File: src/rtl/daisy_adc_reader.sv
module daisy_adc_reader #(
  parameter int N_DEV    = 3,
  parameter int WORD_W   = 16,
  parameter int HALF_DIV = 2,
  parameter int TIMEOUT  = 64
) (
  input  logic                    clk,
  input  logic                    rst_n,
  input  logic                    start,
  input  logic                    mode3,
  input  logic                    sdi,
  output logic                    convst,
  output logic                    sclk,
  output logic                    done,
  output logic                    tmo_err,
  output logic [N_DEV*WORD_W-1:0] words
);
  localparam int TOT   = N_DEV * WORD_W;
  localparam int TOG_W = $clog2(2 * TOT + 3);
  localparam int DIV_W = $clog2(HALF_DIV + 1);
  localparam int TO_W  = $clog2(TIMEOUT + 1);

  typedef enum logic [1:0] {IDLE, CONV, SHIFT} st_t;

  st_t              st;
  logic             m3, sdi_q;
  logic [DIV_W-1:0] div_cnt;
  logic [TOG_W-1:0] tog;
  logic [TO_W-1:0]  to_cnt;
  logic [TOT-1:0]   sr;

  wire [TOG_W-1:0] last_tog = m3 ? TOG_W'(2 * TOT) : TOG_W'(2 * TOT + 2);
  wire [TOG_W-1:0] t_next   = tog + 1'b1;
  wire             half_end = (div_cnt == DIV_W'(HALF_DIV - 1));
  wire             capture  = m3 ? !t_next[0] : (t_next[0] && t_next != TOG_W'(1));
  wire [TOT-1:0]   sr_nx    = capture ? {sr[TOT-2:0], sdi} : sr;

  always_ff @(posedge clk or negedge rst_n) begin
    if (!rst_n) begin
      st      <= IDLE;
      m3      <= 1'b0;
      sdi_q   <= 1'b0;
      div_cnt <= '0;
      tog     <= '0;
      to_cnt  <= '0;
      sr      <= '0;
      convst  <= 1'b0;
      sclk    <= 1'b1;
      done    <= 1'b0;
      tmo_err <= 1'b0;
      words   <= '0;
    end else begin
      sdi_q   <= sdi;
      done    <= 1'b0;
      tmo_err <= 1'b0;
      case (st)
        IDLE: if (start) begin
          convst <= 1'b1;
          m3     <= mode3;
          to_cnt <= '0;
          st     <= CONV;
        end
        CONV: begin
          if (sdi && !sdi_q) begin
            div_cnt <= '0;
            tog     <= '0;
            st      <= SHIFT;
          end else if (to_cnt == TO_W'(TIMEOUT - 1)) begin
            tmo_err <= 1'b1;
            convst  <= 1'b0;
            st      <= IDLE;
          end else begin
            to_cnt <= to_cnt + 1'b1;
          end
        end
        SHIFT: begin
          if (half_end) begin
            div_cnt <= '0;
            sclk    <= ~sclk;
            tog     <= t_next;
            sr      <= sr_nx;
            if (t_next == last_tog) begin
              words  <= sr_nx;
              convst <= 1'b0;
              done   <= 1'b1;
              st     <= IDLE;
            end
          end else begin
            div_cnt <= div_cnt + 1'b1;
          end
        end
        default: st <= IDLE;
      endcase
    end
  end

  AST_CONVST_SCLK_HIGH: assert property (@(posedge clk) disable iff (!rst_n)
    $rose(convst) |-> sclk) else $error("convst rose with sclk low");
  AST_SCLK_IDLE_HIGH: assert property (@(posedge clk) disable iff (!rst_n)
    (st != SHIFT) |-> sclk) else $error("sclk low outside read");
  AST_CONVST_HELD: assert property (@(posedge clk) disable iff (!rst_n)
    (st == SHIFT) |-> convst) else $error("convst dropped during read");
  AST_DONE_PULSE: assert property (@(posedge clk) disable iff (!rst_n)
    done |=> !done) else $error("done longer than one cycle");
  AST_ERR_NO_DONE: assert property (@(posedge clk) disable iff (!rst_n)
    tmo_err |-> (!done && !convst)) else $error("timeout with done or convst");
  AST_TOG_BOUND: assert property (@(posedge clk) disable iff (!rst_n)
    (st == SHIFT) |-> (tog < last_tog)) else $error("edge count overrun");
  AST_SCLK_RATE: assert property (@(posedge clk) disable iff (!rst_n)
    (sclk != $past(sclk)) |-> ($past(div_cnt) == DIV_W'(HALF_DIV - 1)))
    else $error("sclk half period wrong");
endmodule

File: config.mk
export PLATFORM = sky130hd
export DESIGN_NAME = daisy_adc_reader
export DESIGN_NICKNAME = d
export VERILOG_FILES = /design/src/rtl/daisy_adc_reader.sv
export SDC_FILE = /design/constraint.sdc
export NUM_CORES = 1
export LEC_CHECK = 0
export BUFFER_PORTS_ARGS = -buffer_cell sky130_fd_sc_hd__clkbuf_2
export CAP_MARGIN = 20
export CORE_MARGIN = 1.5
export CORE_UTILIZATION = 30
export DETAILED_ROUTE_END_ITERATION = 12
export GPL_TIMING_DRIVEN = 1
export HOLD_SLACK_MARGIN = 0.12
export SETUP_SLACK_MARGIN = 0.5
export SLEW_MARGIN = 20
export SYNTH_ARGS = -nofsm -noshare
export SYNTH_HDL_FRONTEND = slang
export SYNTH_SLANG_ARGS = --single-unit
File: constraint.sdc
create_clock -name clk -period 2.97 [get_ports clk]
set_input_delay 0.1485 -clock clk [delete_from_list [all_inputs] [get_ports clk]]
set_output_delay 0.1485 -clock clk [all_outputs]
set_load 0.05 [all_outputs]
==> parameters.txt <==
Parameter                              Value

STA
  Setup skew after layout ... 0.01006 ns
  Fraction of the cycle the final worst path needs ... 81.97%
  Post-layout min period ... 2.435 ns
  Post-route worst setup slack ... 0.5355 ns
  Maximum operating frequency ... 410.8 MHz
  Count of final max-slew check failures ... 0
  RSZ-0062 raised after global routing ... false
  Final count of hold timing violations ... 0
  Setup TNS ... 0 ns
  Worst rel slew slack ... 31.19%
  Total setup violations reported at the end of the flow ... 0
  Slew at the pin closest to its max-slew limit ... 1.019 ns

Floorplanning
  Initial Utilization ... 30.65%
  Height of the die ... 144.0 µm
  X dimension of the die ... 144.0 µm
  Core ar. ... 19,460 µm²
  Die Footprint ... 20,740 µm²
  # rows ... 51
  Boundary Pins ... 57

GRT
  Maximum number of pins on one net before global-route repair ... 65
  Wire length of the first global-routing pass ... 21,740 µm
  Met3 global-route usage ... 3.940%
  Initial antenna violation count ... 0
  Global-route usage over all layers ... 13.44%
  Met2 Usage GRT ... 21.15%
  Most Used Layer, Global Route ... met2
  GR Layer Usage met1 ... 17.59%
  Via count of the first global-routing pass ... 4,270
  Total grt overflow ... 0

Setup path
  Slowest stage cell, crit path ... nor4_1
  Worst Path Buf+Inv ... 2
  Cell chain of the critical path ... ha_4 -> nor4_1 -> o21ai_2 -> nor3_4 -> buf_12 -> buf_12 -> mux2_2
  Biggest cell delay along the critical path ... 0.52 ns
  Worst EP arrival ... 2.73 ns
  Cell seen most often among critical-path stages ... buf_12
  Cell family with the largest share of critical-path delay ... simple AND/OR/NAND/NOR gates
  Endpoint required time on the critical path ... 3.26 ns
  Max FO, Critical Path ... 21
  Kind of critical path ... reg -> reg
  Crit. End Element ... flop
  Critical Path Start Type ... flop

Synthesis
  Cell area after synthesis ... 5966 µm²
  Post-synthesis net count ... 539
  Number of distinct library cells after synthesis ... 56
  Synth top area share ... 49.92%
  Syn Inst Count ... 527
  Number of enable-type register cells in the synthesized netlist ... 0
  Syn_area_per_cell ... 11.32 µm²
  Top FF cell, synth ... dfrtp_1
  Number of warnings printed during yosys synthesis ... 0
  List of most frequent post-synthesis cells ... dfrtp_1 (119), mux2_2 (68), nor2_1 (61)
  Cell types occupying the most area after synthesis ... dfrtp_1 (50%), mux2_2 (13%), o22ai_1 (5.0%), a21oi_1 (4.5%), nor2_1 (3.8%)
  Seq cells post-synth ... 120
  Sequential fraction of the synthesis area ... 50.36%
  Most common cell in the netlist ... dfrtp_1
  Library cell occupying the most area in the post-synthesis netlist ... dfrtp_1
  Async set-or-reset flop fraction in the synthesized netlist ... 100.0%

Clock tree
  CTS root buffer ... clkbuf_16
  Clock Path Buffers ... 2
  CTS tree ... built
  Clk Latency, worst-skew pair ... 0.42 ns
  Count of clock tree sinks ... 120
  CTS H-Tree Depth ... 4
  Number of buffers added by the clock tree synthesis step ... 17
  Post-CTS clock slew at the launch and capture registers of the worst setup and hold paths ... 0.06 ns

Finish
  Storage cell area ... 3008 µm²
  Layout area overhead ... 20.70%
  Number of inserted filler cells in the final layout ... 1,891
  Combined area of the multi-input logic cells ... 2746 µm²
  Net count reported at finish ... 596
  Fraction of layout instances using a drive strength above 1 ... 32.77%
  # diodes ... 0

Routing
  Detail Route Antenna Nets ... 0
  DRC violation count after routing ... 0
  Number of vias per cell after detailed routing ... 5.070
  Length of the first detailed-routing pass in iterations ... 4
  Number of violations reported at the end of detailed-routing iteration 0 ... 330
  Routed length per placed instance ... 15.80 µm
  Routed Wire Length ... 13,580 µm
  Vias after detailed routing ... 4,360

Flow run
  Total of max-cap violations ... 0

Place
  Placed wire-length estimate ... 8623 µm
  Final Wtd Congestion ... 0.7887
  Number of port buffers ... 56
  Post-Place Setup Slack ... 0.5093 ns

Pwr
  Leakage Power ... 3.169 nW
  Power per standard cell area ... 525.5 nW/µm²
  Peak supply drop ... 0.3923 mV

Hold path
  Type of the most critical hold path ... in -> async

Outcome
  Run status ... finished, final reports clean
-- metal layers --
metal  wire length (µm)  share of wire [%]
met1               6310                 46
met2               6616                 49
met3                508                3.7
met4                149                1.1
met5                  0                  0
-- state kept, by name, summed over array words and instances, names as in the netlist --
name / cells
sr: 48
words: 48
to_cnt: 7
tog: 7
div_cnt: 2
st: 2
convst: 1
done: 1
m3: 1
sclk: 1
sdi_q: 1
tmo_err: 1
-- kinds of logic after synthesis --
| family | Yosys count | synth area share (%) |
|---|---|---|
| fa+ha+maj | 7 | 1.468 |
| buf+inv | 43 | 3.964 |
| xor+xnor | 9 | 1.321 |
| flops | 120 | 50.36 |
| mux | 97 | 18.88 |
| compound gates | 145 | 15.69 |
| simple gates | 106 | 8.327 |
-- stage by stage --
stage	area (µm²)	utilization (%)	power [W]	instances	hold slack, ns
CTS	7096	36.46	0.003823	856	0.4164
global placement	6466	33.22	0.001742	822	0.2999
floorplan	5966	-	0.001700	527	-0.1471
detailed placement	6466	33.22	0.001746	822	0.3093
finish	7201	37.00	0.003784	860	0.3854
global route	7201	37.00	0.003921	860	0.4539
-- power breakdown --
group	switching, W	internal, W
clock	0.000718	0.00135
combinational	0.0000432	0.0000205
sequential	0.0000104	0.00165
-- layout by cell type (no fill, tap or decap), types with 4 or more instances in the layout --
| master | instances |
|---|---|
| buf_4 | 10 |
| o22ai_1 | 48 |
| clkbuf_16 | 18 |
| nor2_1 | 61 |
| mux2_4 | 9 |
| dfrtp_1 | 116 |
| mux2_2 | 68 |
| clkbuf_2 | 55 |
| xnor2_1 | 5 |
| nand3_1 | 4 |
| inv_1 | 5 |
| ha_1 | 5 |
| xor2_1 | 4 |
| nand2_1 | 16 |
| mux2_1 | 20 |
| buf_12 | 4 |
| nor2b_1 | 4 |
| o31ai_1 | 6 |
| dlygate4sd3_1 | 4 |
| clkinv_2 | 4 |
| o21ai_0 | 7 |
| o21ai_1 | 4 |
| a21oi_1 | 54 |
-- cell type report --
type	instances	share of cell area, %
clock buffers	21	6.394
clock inverters	9	1.738
inverters	6	0.3128
multi-input cells	364	38.14
flip-flops and latches	120	41.77
well taps	265	4.605
repair buffers	75	7.037
-- worst reg2reg max path: cells and delay by family, from the launching register on --
kind | cells | cell delay, ns
mux | 1 | 0.37
compound gates | 1 | 0.20
simple gates | 2 | 0.75
fa+ha+maj | 1 | 0.21
buf+inv | 2 | 0.32
flops | 1 | 0.46
-- worst paths after layout --
check | from | to | slack (ns) | cells after the start
hold reg to reg | words[15] | words[15] | 0.51 | 1
setup reg to reg | tog[1] | words[29] | 0.54 | 7
hold / removal | rst_n | words[41] | 0.39 | 2
min in group clk | sdi | sdi_q | 0.49 | 2
max in group asynchronous | rst_n | words[18] | 1.76 | 3
setup / recovery | tog[1] | words[29] | 0.54 | 7
-- timing repair --
| item | in CTS | in global routing |
|---|---|---|
| hold buffers | 4 | 0 |
| endpoints found under the setup margin | 28 | 85 |
| pin swaps | 0 | 1 |
| endpoints found under the hold margin | 66 | 0 |
| gates cloned | 0 | 1 |
| setup buffers | 0 | 3 |
| resized for setup | 1 | 12 |
Note: power is estimated with default switching activity, not from simulation.
